File: src/rtl/pixclk_search.sv
module pixclk_search #(
  parameter int BASE       = 256016,
  parameter int MIN_PERIOD = 5000,
  parameter int K_LAST     = 31,
  parameter int N_LIMIT    = 128,
  parameter int PW         = 32,
  parameter int DW         = 24
) (
  input  logic                          clk,
  input  logic                          rst_n,
  input  logic                          start,
  input  logic [PW-1:0]                 period,
  output logic                          busy,
  output logic                          done,
  output logic                          err,
  output logic [$clog2(K_LAST+1)-1:0]   k_out,
  output logic [$clog2(N_LIMIT)-1:0]    n_out,
  output logic [1:0]                    p2_out
);
  localparam int KW = $clog2(K_LAST+1);
  localparam int NW = $clog2(N_LIMIT);
  localparam int CW = $clog2(DW);
  localparam logic [DW-1:0] BASE_V = DW'(BASE);

  logic [CW-1:0] cnt;
  logic [KW-1:0] k_q, best_k;
  logic [NW-1:0] best_n;
  logic [DW-1:0] l_q, acc, quo, best_r;
  logic [1:0]    p2_q;

  logic [PW+3:0] per_w;
  logic [PW-1:0] per_c;
  logic          reject, sel3;
  logic [DW-1:0] l_new;

  assign per_w  = {4'b0, period};
  assign reject = per_w > ((PW+4)'(BASE) << 3);
  assign per_c  = (period < PW'(MIN_PERIOD)) ? PW'(MIN_PERIOD) : period;
  assign sel3   = {per_c, 4'b0} < (PW+4)'(BASE);
  assign l_new  = sel3 ? DW'({per_c, 3'b0}) : DW'({per_c, 2'b0});

  logic [DW:0]   sh, diff;
  logic          ge;
  logic [DW-1:0] nacc, nquo;
  logic          last_step, take;

  assign sh        = {acc, quo[DW-1]};
  assign diff      = sh - {1'b0, l_q};
  assign ge        = ~diff[DW];
  assign nacc      = ge ? diff[DW-1:0] : sh[DW-1:0];
  assign nquo      = {quo[DW-2:0], ge};
  assign last_step = (cnt == CW'(DW-1));
  assign take      = last_step && (nquo != '0) && (nquo < DW'(N_LIMIT)) && (nacc < best_r);

  always_ff @(posedge clk) begin
    if (!rst_n) begin
      busy <= 1'b0; done <= 1'b0; err <= 1'b0;
      k_out <= '0; n_out <= '0; p2_out <= '0;
      cnt <= '0; k_q <= '0; best_k <= '0; best_n <= '0;
      l_q <= '0; acc <= '0; quo <= '0; best_r <= '0; p2_q <= '0;
    end else begin
      done <= 1'b0;
      if (!busy) begin
        if (start) begin
          if (reject) begin
            done <= 1'b1; err <= 1'b1;
            k_out <= '0; n_out <= '0; p2_out <= '0;
          end else begin
            busy   <= 1'b1;
            p2_q   <= sel3 ? 2'd3 : 2'd2;
            l_q    <= l_new;
            best_r <= l_new;
            best_k <= '0;
            best_n <= '0;
            k_q    <= KW'(1);
            cnt    <= '0;
            acc    <= '0;
            quo    <= BASE_V;
          end
        end
      end else begin
        acc <= nacc;
        quo <= nquo;
        cnt <= cnt + CW'(1);
        if (last_step) begin
          if (take) begin
            best_k <= k_q;
            best_n <= nquo[NW-1:0];
            best_r <= nacc;
          end
          cnt <= '0;
          acc <= '0;
          quo <= BASE_V * DW'(k_q + KW'(1));
          k_q <= k_q + KW'(1);
          if (k_q == KW'(K_LAST)) begin
            busy <= 1'b0;
            done <= 1'b1;
            if (take) begin
              err <= 1'b0; k_out <= k_q; n_out <= nquo[NW-1:0]; p2_out <= p2_q;
            end else if (best_k != '0) begin
              err <= 1'b0; k_out <= best_k; n_out <= best_n; p2_out <= p2_q;
            end else begin
              err <= 1'b1; k_out <= '0; n_out <= '0; p2_out <= '0;
            end
          end
        end
      end
    end
  end
endmodule

File: config.mk
export PLATFORM = sky130hd
export DESIGN_NAME = pixclk_search
export DESIGN_NICKNAME = d
export VERILOG_FILES = /design/src/rtl/pixclk_search.sv
export SDC_FILE = /design/constraint.sdc
export NUM_CORES = 1
export LEC_CHECK = 0
export ABC_CLOCK_PERIOD_IN_PS = 5300
export BUFFER_PORTS_ARGS = -buffer_cell sky130_fd_sc_hd__buf_2
export CAP_MARGIN = 5
export CORE_ASPECT_RATIO = 0.8
export CORE_MARGIN = 2
export CORE_UTILIZATION = 37
export DETAILED_ROUTE_END_ITERATION = 10
export PLACE_DENSITY = 0.62
export SLEW_MARGIN = 30
export SYNTH_ARGS = -nofsm -noshare
export SYNTH_HDL_FRONTEND = slang
export SYNTH_SLANG_ARGS = --single-unit
export TNS_END_PERCENT = 100
File: constraint.sdc
create_clock -name clk -period 5.3 [get_ports clk]
set_input_delay 1.06 -clock clk [delete_from_list [all_inputs] [get_ports clk]]
set_output_delay 1.06 -clock clk [all_outputs]
set_load 0.02 [all_outputs]
# Word-level counts from Yosys, hierarchy flattened

Cells that the tools add are included.

Bits in registers: 137
Latch bits: 0
Bits in writable memories: 0
ROM bits: 0
Output and inout port bits: 17
Word-level logic and storage cells: 117
Memories: 0

Add/subtract/negate cells: 4
$mul: 1
Div/mod/pow operators: 0
Magnitude comparators: 5
Eq/ne operators: 6
Shift operators: 0
Mux-type cells: 71
Bitwise operators: 3
Reductions and logical operators: 12

Operator list:

| cell                                                                    | count |
|---|---|
| 24-bit two-way mux                                                      | 15 |
| 5-bit two-way mux                                                       | 18 |
| 7-bit two-way mux                                                       | 12 |
| 36-bit by 18-bit < comparator with 1-bit output (second input constant) | 1 |
| 32-bit by 21-bit > comparator with 1-bit output (second input constant) | 1 |
| 32-bit by 13-bit < comparator with 1-bit output (second input constant) | 1 |
| 32-bit two-way mux                                                      | 1 |
| 25-bit by 24-bit subtractor with 25-bit output                          | 1 |
| 24-bit < comparator                                                     | 1 |
| 24-bit by 8-bit < comparator with 1-bit output (second input constant)  | 1 |
| 24-bit nonzero test                                                     | 1 |
| 14-bit by 6-bit multiplier with 20-bit output (first input constant)    | 1 |
| 1-bit two-way mux                                                       | 18 |
| 2-bit two-way mux                                                       | 7 |
| 5-bit by 1-bit adder with 5-bit output (second input constant)          | 2 |
| 5-bit equality test (second input constant)                             | 2 |
| 4-bit AND reduction                                                     | 2 |
| 5-bit by 1-bit adder with 6-bit output (second input constant)          | 1 |
| 2-bit by 1-bit != test with 1-bit output (second input constant)        | 3 |
| 3-bit AND reduction                                                     | 2 |
| 5-bit nonzero test                                                      | 1 |
| 2-bit nonzero test                                                      | 2 |
| 1-bit logical AND                                                       | 3 |
| 1-bit inverter                                                          | 3 |
| 2 further kinds                                                         | 2 |

# Depth between registers and ports, before layout

Gate-level depths: netlist of the first run.

Word-level depth: 10
Gate-level depth with buffers: 26
Mapped depth without buffers: 22

# Worst setup path after synthesis of the first run

Ideal clock, no wire load.

Path kind: flip-flop to flip-flop
Start point: register l_q[17]
End point: register best_r[15]
Arrival: 4.702 ns
Slack: 0.464 ns
Cell stages (with the launch flop): 25
Path buffers: 4
Path through: dfxtp_1 inv_1 ha_1 and3_1 a2111oi_0 or4_1 nor3b_1 a21oi_2 and3_1 buf_2 buf_2 mux2i_1 inv_1 ha_1 nor4_1 nand4_1 nor4_1 o2111ai_1 nor3_1 o2111ai_1 and2_1 buf_2 buf_6 a211oi_1 a211oi_1

Word-level cells in the longest chain between the ends: 8

Ends and longest elaborated chain:

| item                                                                        | line | source |
|---|---|---|
| start, declared                                                             | 28   | `logic [DW-1:0] l_q, acc, quo, best_r;` |
| start signal, assigned                                                      | 71   | `l_q <= l_new;` |
| 25-bit by 24-bit subtractor with 25-bit output (*)                          | 48   | `assign diff = sh - {1'b0, l_q};` |
| parallel branches: the longest is 7 deep, another holds 24-bit < comparator | --   |  |
| end signal, assigned                                                        | 72   | `best_r <= l_new;` |
| end signal, assigned                                                        | 89   | `best_r <= nacc;` |
| end, declared                                                               | 28   |  |

Mark *: on every way between the ends. The select of a mux whose other input is x is not followed.
A chain may end at the register's enable or synchronous reset.

# Worst setup path after layout of the first run

Start point: register l_q[17]
End point: register best_r[21]

The elaborated chain is that of the path after synthesis.

==> results of run 1 <==
[layout make-up]
| cell class | count | area, um^2 |
|---|---|---|
| Fill cell | 2293 | 13100 |
| Multi-Input combinational cell | 788 | 5480 |
| Sequential cell | 135 | 2700 |
| Timing Repair Buffer | 92 | 604 |
| Clock buffer | 17 | 425 |
| Tap cell | 312 | 390 |
| Inverter | 103 | 388 |
| Clock inverter | 15 | 151 |
[cell families after synthesis]
group                      after synthesis
AOI/OAI and AO/OA                      295
and+or+nand+nor                        341
adders and majority gates               83
muxes                                   43
xor gates and xnor gates                26
DFF                                    135
buffers and inverters                  161
[stage by stage]
step	area (um^2)	utilization	hold slack [ns]	TNS, ns	total power [uW]
2_1_floorplan	8680	-	0.427	0	1070
3_3_place_gp	9430	0.406	0.431	-0.311	1110
3_5_place_dp	9450	0.407	0.440	-0.646	1110
4_1_cts	10000	0.433	0.449	0	2260
5_1_grt	10100	0.437	0.466	-0.135	2310
6_report	10100	0.437	0.448	0	2250
[critical path, stage by stage (launching register included)]
cell and delay (ns):
dfxtp_1 0.33, inv_1 0.05, ha_2 0.37, and3_4 0.23, a2111oi_0 0.07, or4_1 0.58
nor3b_1 0.18, a21oi_2 0.15, and3_2 0.26, buf_12 0.17, mux2_2 0.39, ha_1 0.33
a21oi_1 0.12, o21ai_0 0.13, a21oi_1 0.29, o2111ai_2 0.16, nor3_2 0.20, o2111ai_1 0.17
buf_4 0.18, nand2_1 0.11, buf_12 0.17, nand2_1 0.08, o31ai_1 0.23
[worst paths after layout]
path                   from    endpoint  slack, ns  cells past startpoint
hold reg to reg   best_n[1]   best_n[1]       0.45                      2
hold / removal    best_n[1]   best_n[1]       0.45                      2
setup / recovery    l_q[17]  best_r[21]       0.24                     22
setup reg to reg    l_q[17]  best_r[21]       0.24                     22
[flip-flops by register name (all words and copies together) (netlist names)]
register and flops:
k_q 5, best_r 24, n_out 7, best_n 7, cnt 5, quo 24
p2_out 2, err 1, best_k 5, l_q 22, done 1, p2_q 2
busy 1, k_out 5, acc 24
[routing by layer]
layer / routed length (um) / vias up
li1: - / 3963
met1: 13100 / 3781
met2: 10300 / 205
met3: 1290 / 23
met4: 201 / 0
met5: 0 / -
[power by group through the flow]
| stage | Sequential [uW] | Combinational (uW) | Clock [uW] |
|---|---|---|---|
| after global routing | 1020 | 78.3 | 1220 |
| after CTS | 1020 | 70.4 | 1170 |
| after global placement | 1040 | 69.3 | 0 |
| final | 1020 | 72.2 | 1160 |
| after detailed placement | 1040 | 69.8 | 0 |
| after floorplan | 1040 | 32.3 | 0 |
[placed cells by master, fill, tap and decap left out, drive strengths merged, types with 5 or more instances in the layout]
| cell | Yosys | layout |
|---|---|---|
| a211oi | 22 | 22 |
| o21bai | 5 | 5 |
| dfxtp | 135 | 135 |
| a31o | 5 | 5 |
| buf | 13 | 92 |
| fa | 13 | 13 |
| xor2 | 10 | 10 |
| nand2 | 103 | 103 |
| mux2i | 30 | 30 |
| clkbuf | 45 | 17 |
| nand3b | 11 | 11 |
| nor2 | 107 | 107 |
| a2bb2oi | 9 | 9 |
| a21oi | 87 | 87 |
| nor2b | 12 | 12 |
| a22oi | 34 | 34 |
| ha | 70 | 70 |
| nor4 | 17 | 17 |
| nand4 | 8 | 8 |
| inv | 103 | 112 |
| and3 | 6 | 6 |
| a32o | 6 | 6 |
| a21o | 7 | 7 |
| or4 | 7 | 7 |
| nor3 | 20 | 20 |
| mux2 | 13 | 13 |
| o31ai | 6 | 6 |
| a21boi | 5 | 5 |
| or3 | 6 | 6 |
| a31oi | 11 | 11 |
| o21ai | 58 | 58 |
| o211ai | 5 | 5 |
| nand3 | 29 | 29 |
| xnor2 | 16 | 16 |
| a211o | 5 | 5 |
[what timing repair did]
| action | 4_1_cts | 5_1_grt |
|---|---|---|
| setup endpoints to repair | 16 | 51 |
| pin swaps | 0 | 4 |
| resized for setup | 4 | 18 |
| buffers inserted | 0 | 2 |
==> key figures, run 1 <==
Routing
  – Initial DRC Count: about 750
  – Antenna viol nets, final: 0
  – Via count: approximately 8000
  – Via/cell ratio: about 5.5
  – DRC: 0
  – Routed WL: between 20 and 25 mm
  – Post-DR wirelength/cell: roughly 17 um
  – Pre-antenna DRT Iters: 5

Clock tree
  – Clk slew on worst S/H paths: roughly 0.06 ns
  – Hold buffer count at cts: 0
  – Clock root cell: clkbuf_16
  – CTS tree: built
  – Clk buf depth: 2
  – CTS Sinks: 135
  – Worst-Skew Late Latency: about 0.44 ns
  – Num CTS Buffers: 17
  – H-tree Lvls: 4

Run
  – Max-cap violation count: 0

STA
  – RSZ-0062 raised after global routing: true
  – Tightest Pin Transition: ~0.86 ns
  – Final Setup Violations: 0
  – Slack of the critical path: 0.243 ns
  – Rel. slew slack: 0.426
  – Final critical-path required period: around 5.1 ns
  – Final hold vios: 0
  – Fin Clk Skew: roughly 0.014 ns
  – Final worst-path cycle share: 0.954
  – Slew Viols, Final: 0
  – Peak Freq: between 0.15 and 0.2 GHz

GRT
  – Grt peak-use layer: met1
  – Global-route met2 utilization: 0.296
  – Met1 GRT Util: 0.307
  – Vias in the first global route: 7346
  – Initial antenna violation count: 0
  – GRT overflow: 0
  – Met3 Use GR: 0.0378
  – Largest net degree at the start of global routing: between 40 and 50
  – Total GRT Usage: 0.202
  – First-pass GRT wire length: between 30 and 40 mm

Pwr
  – Pwr Density: approximately 220 nW/um^2
  – Internal power: around 1700 uW
  – Sw Ratio: 0.260
  – Pleak: about 0.0043 uW
  – Clk pwr share: 0.516
  – NetSw: 584 uW
  – Sequential Power Share: 0.452
  – Max IR drop VDD: 0.225 mV
  – Combinational share of power: 0.032

Place
  – # placed instances: approximately 1400
  – Port Buf Inserts: 51
  – Post-DP HPWL: approximately 18 mm
  – Gpl congestion: around 0.9
  – Place WS: -0.107 ns

Die
  – Core footprint: 23200 um^2
  – Die W: 175 um
  – DIE HEIGHT: 141 um
  – Core Rows: 50
  – Die ar.: ~25000 um^2
  – I/O pin count: 52
  – Initial core utilization: 0.374

Synthesis
  – Synth Area in Compound Gates: 0.224
  – Mapped Avg Cell Area: 8.01 um^2
  – Ys flop type: dfxtp_1
  – Top cells by count, synth: dfxtp_1, nor2_1, nand2_1, inv_1, a21oi_1
  – Synth Warn #: 0
  – Asr flop ratio synth: 0
  – Post-Syn Area: between 8000 and 9000 um^2
  – Syn nets: about 1200
  – XOR/XNOR Fraction of Synth Area: 0.0262
  – Number of synthesized register bits: between 100 and 150
  – Yosys top cell by area: dfxtp_1
  – Mux share of post-synthesis cell area: 0.0514
  – Cells after synthesis: about 1100
  – Synth top area share: 0.311
  – Main area contributors after synthesis: dfxtp_1, ha_1, a21oi_1
  – Simple-Gate Fraction of Synth Area: 0.184
  – Synth cell types: between 60 and 70
  – Largest family of logic cells by synthesized area: compound AO/OA/AOI/OAI gates
  – Post-synthesis sequential area ratio: 0.311
  – Synth Area in Adders: 0.131
  – Post-synth EDFFs: 0
  – Most common cell in the netlist: dfxtp_1

Cells and area
  – Finished Layout Cells: between 1000 and 1500
  – Antenna Cells: 0
  – Fin nets: 1255
  – Layout cells sized above 1: 0.150
  – Synth-to-Final Area Change: 16.8%

Worst setup path
  – Worst Path Max Fanout: 17
  – WP data required: between 5 and 6 ns
  – Startpoint Class: register
  – Setup CP Type: register to register
  – Data arrival time of the critical path: roughly 5.4 ns
  – CP endpoint kind: register

Run status
  – Outcome: complete, no violations

Min path
  – Worst hold path class: register to register
Power figures use the tool's default switching activity.
==> run 2, diff against run 1 <==
- ABC_AREA: default -> 1
- CAP_MARGIN: 5 -> 20
==> run 2 against run 1 <==
Compared with the run above: synthesized cell count grew 35%; worst setup slack gained 0.32 ns; worst hold slack gained 0.011 ns; design area grew 4.2%; maximum frequency grew 6.8%; via count grew 16%; critical path type unchanged; largest cell class unchanged; largest power group unchanged.
==> key figures, run 2 <==
STA
  – RSZ-0062 raised after global routing: false
  – Fin Setup TNS: 0 ns
  – Slew Viols, Final: 0
  – Final Setup Violations: 0
  – Hold Slack: 0.459 ns
  – Fin Clk Skew: approximately 0.012 ns
  – Rel. slew slack: 0.356
  – Peak Freq: 0.211 GHz
  – Tightest Pin Transition: between 0.9 and 1 ns
  – Final worst-path cycle share: 0.893
  – Final hold vios: 0
  – Final critical-path required period: approximately 4.7 ns

Pwr
  – Clk pwr share: 0.520
  – NetSw: 537 uW
  – Pwr Density: about 220 nW/um^2
  – Max IR drop VDD: 0.221 mV
  – Sw Ratio: 0.232
  – Pleak: between 0.005 and 0.006 uW
  – Combinational share of power: 0.042
  – Internal power: 1780 uW
  – Sequential Power Share: 0.438

Run status
  – Outcome: complete, no violations

Worst setup path
  – Reg2Reg Setup Slack: about 0.57 ns
  – Startpoint Class: register
  – R2r worst-path depth: 27
  – CP endpoint kind: register
  – Setup CP Type: register to register
  – WP data required: about 5.7 ns
  – FF-to-FF End: best_r[6]
  – Worst R2R Start: acc[1]
  – Data arrival time of the critical path: 5.11 ns
  – Worst Path Max Fanout: 30

Synthesis
  – Simple-Gate Fraction of Synth Area: 0.286
  – Synth Area in Adders: 0.119
  – Synth Warn #: 0
  – Syn nets: between 1500 and 2000
  – Post-synthesis sequential area ratio: 0.283
  – Asr flop ratio synth: 0
  – Synth Area in Compound Gates: 0.162
  – Most common cell in the netlist: nand2_1
  – Top cells by count, synth: nand2_1, inv_1, a21oi_1, dfxtp_1, nand3_1
  – Synth cell types: 49
  – Post-Syn Area: between 9000 and 10000 um^2
  – Ys flop type: dfxtp_1
  – Main area contributors after synthesis: dfxtp_1, nand2_1, inv_1
  – Number of synthesized register bits: about 140
  – Yosys top cell by area: dfxtp_1
  – XOR/XNOR Fraction of Synth Area: 0.0202
  – Cells after synthesis: 1459
  – Largest family of logic cells by synthesized area: simple AND/OR/NAND/NOR gates
  – Mapped Avg Cell Area: ~6.5 um^2
  – Mux share of post-synthesis cell area: 0
  – Post-synth EDFFs: 0
  – Synth top area share: 0.283

GRT
  – Vias in the first global route: 8501
  – Initial antenna violation count: 0
  – Total GRT Usage: 0.206
  – GRT overflow: 0
  – Largest net degree at the start of global routing: 66
  – First-pass GRT wire length: ~44 mm

Clock tree
  – H-tree Lvls: 4
  – Clk slew on worst S/H paths: around 0.060 ns
  – Hold buffer count at cts: 0
  – CTS resizes: 0
  – Clk buf depth: 2
  – Worst-Skew Late Latency: around 0.43 ns
  – CTS tree: built
  – CTS Sinks: ~140
  – Clock root cell: clkbuf_16
  – Postcts setup bufs: 0
  – Num CTS Buffers: 17

Routing
  – Post-DR wirelength/cell: around 15 um
  – Pre-antenna DRT Iters: 5
  – Antenna viol nets, final: 0
  – Routed WL: 27.2 mm
  – Initial DRC Count: 908
  – Via/cell ratio: slightly above 5
  – DRC: 0
  – Via count: roughly 9200

Min path
  – Hold path endpoint: cnt[4]
  – Worst min-delay path startpoint: cnt[4]
  – Hold Path Depth: 2
  – Worst hold path class: register to register

Run
  – Max-cap violation count: 0

Cells and area
  – Layout cells sized above 1: 0.0916
  – Fin nets: between 1500 and 2000
  – Top flop regs: acc: 24 flops, best_r: 24 flops, quo: 24 flops
  – Synth-to-Final Area Change: 10.8%
  – Most common cell after layout, fill and taps aside: nand2_1
  – Commonest non-fill, non-tap cells in the layout: nand2_1, inv_1, a21oi_1
  – Antenna Cells: 0

Die
  – I/O pin count: 52
  – Die ar.: about 27000 um^2
  – DIE HEIGHT: ~150 um
  – Core footprint: roughly 25000 um^2
  – Initial core utilization: 0.377
  – Die W: about 180 um
  – Core Rows: 52

Place
  – Port Buf Inserts: about 50
  – Post-DP HPWL: slightly above 20 mm
  – Gpl congestion: 0.908
## run 2: changes by cell type after synthesis, sizes merged, moves of 15 or more
cell    delta
mux2i     -30
inv      +143
nand3     +87
a21oi     +63
buf       +15
o21ai     +32
nand2    +269
a211oi    -19
a22oi     -31
clkbuf    -18
## run 2: power by group through the flow
stage | sequential (uW) | combinational (uW) | clock, uW
2_1_floorplan | 1040 | 54.7 | 0
3_3_place_gp | 1040 | 94.7 | 0
3_5_place_dp | 1040 | 94.3 | 0
4_1_cts | 1020 | 94.8 | 1220
5_1_grt | 1020 | 107 | 1260
6_report | 1020 | 96.3 | 1210
## run 2: through the flow
stage	worst slack, ns	instance area (um^2)	std cells	utilization	total power [uW]
floorplan	1.20	9530	1459	-	1090
global placement	0.837	9980	1790	0.394	1130
detailed placement	0.640	9980	1790	0.394	1130
CTS	0.632	10600	1820	0.417	2330
global route	0.104	10600	1820	0.417	2380
finish	0.565	10600	1820	0.417	2320
## run 2: area by class of cell
| class | count | area, um^2 |
|---|---|---|
| tap | 324 | 405 |
| inverter | 248 | 933 |
| timing repair buffer | 62 | 338 |
| clock buffer | 19 | 433 |
| sequential | 135 | 2700 |
| fill | 2632 | 14700 |
| multi-input combinational | 1021 | 5600 |
| clock inverter | 11 | 151 |
## run 2: logic make-up (layout without fill, tap and decap cells)
family | count (synthesis) | after routing
and+or+nand+nor | 639 | 639
xor gates and xnor gates | 22 | 22
DFF | 135 | 135
buffers and inverters | 303 | 340
AOI/OAI and AO/OA | 277 | 277
adders and majority gates | 83 | 83
## run 2: routing by layer
layer	track usage	routed length, um	vias to the layer above
met1	0.317	14000	4181
met2	0.286	10700	327
li1	-	-	4720
met5	0	0	-
met3	0.0500	2280	19
met4	0.0440	233	0
## run 2: critical path, stage by stage, from the launching register on
cell	delay (ns)
dfxtp_1	0.32
inv_1	0.06
ha_1	0.14
inv_1	0.08
fa_1	0.41
nand2_1	0.08
nand3_1	0.10
nand3_1	0.09
nand2_1	0.15
nand3_1	0.16
nand3_1	0.11
nand2_2	0.10
nand2_1	0.08
inv_2	0.45
nand2_1	0.14
o21ai_2	0.13
ha_1	0.28
a21oi_1	0.14
o21ai_0	0.13
a21oi_1	0.14
nand2_1	0.12
a21oi_4	0.21
nand2_4	0.19
nand2_1	0.12
nand2_2	0.34
a21oi_1	0.27
nand2_1	0.07
inv_1	0.05
## run 2: worst max-delay path by stage
stage	to	cells past startpoint	start
final	best_r[6]	27	acc[1]
after global routing	best_r[3]	28	acc[1]
after CTS	best_r[5]	27	acc[1]
after detailed placement	best_n[1]	26	acc[1]
after global placement	best_r[10]	27	acc[1]
after floorplan	quo[21]	19	k_q[0]
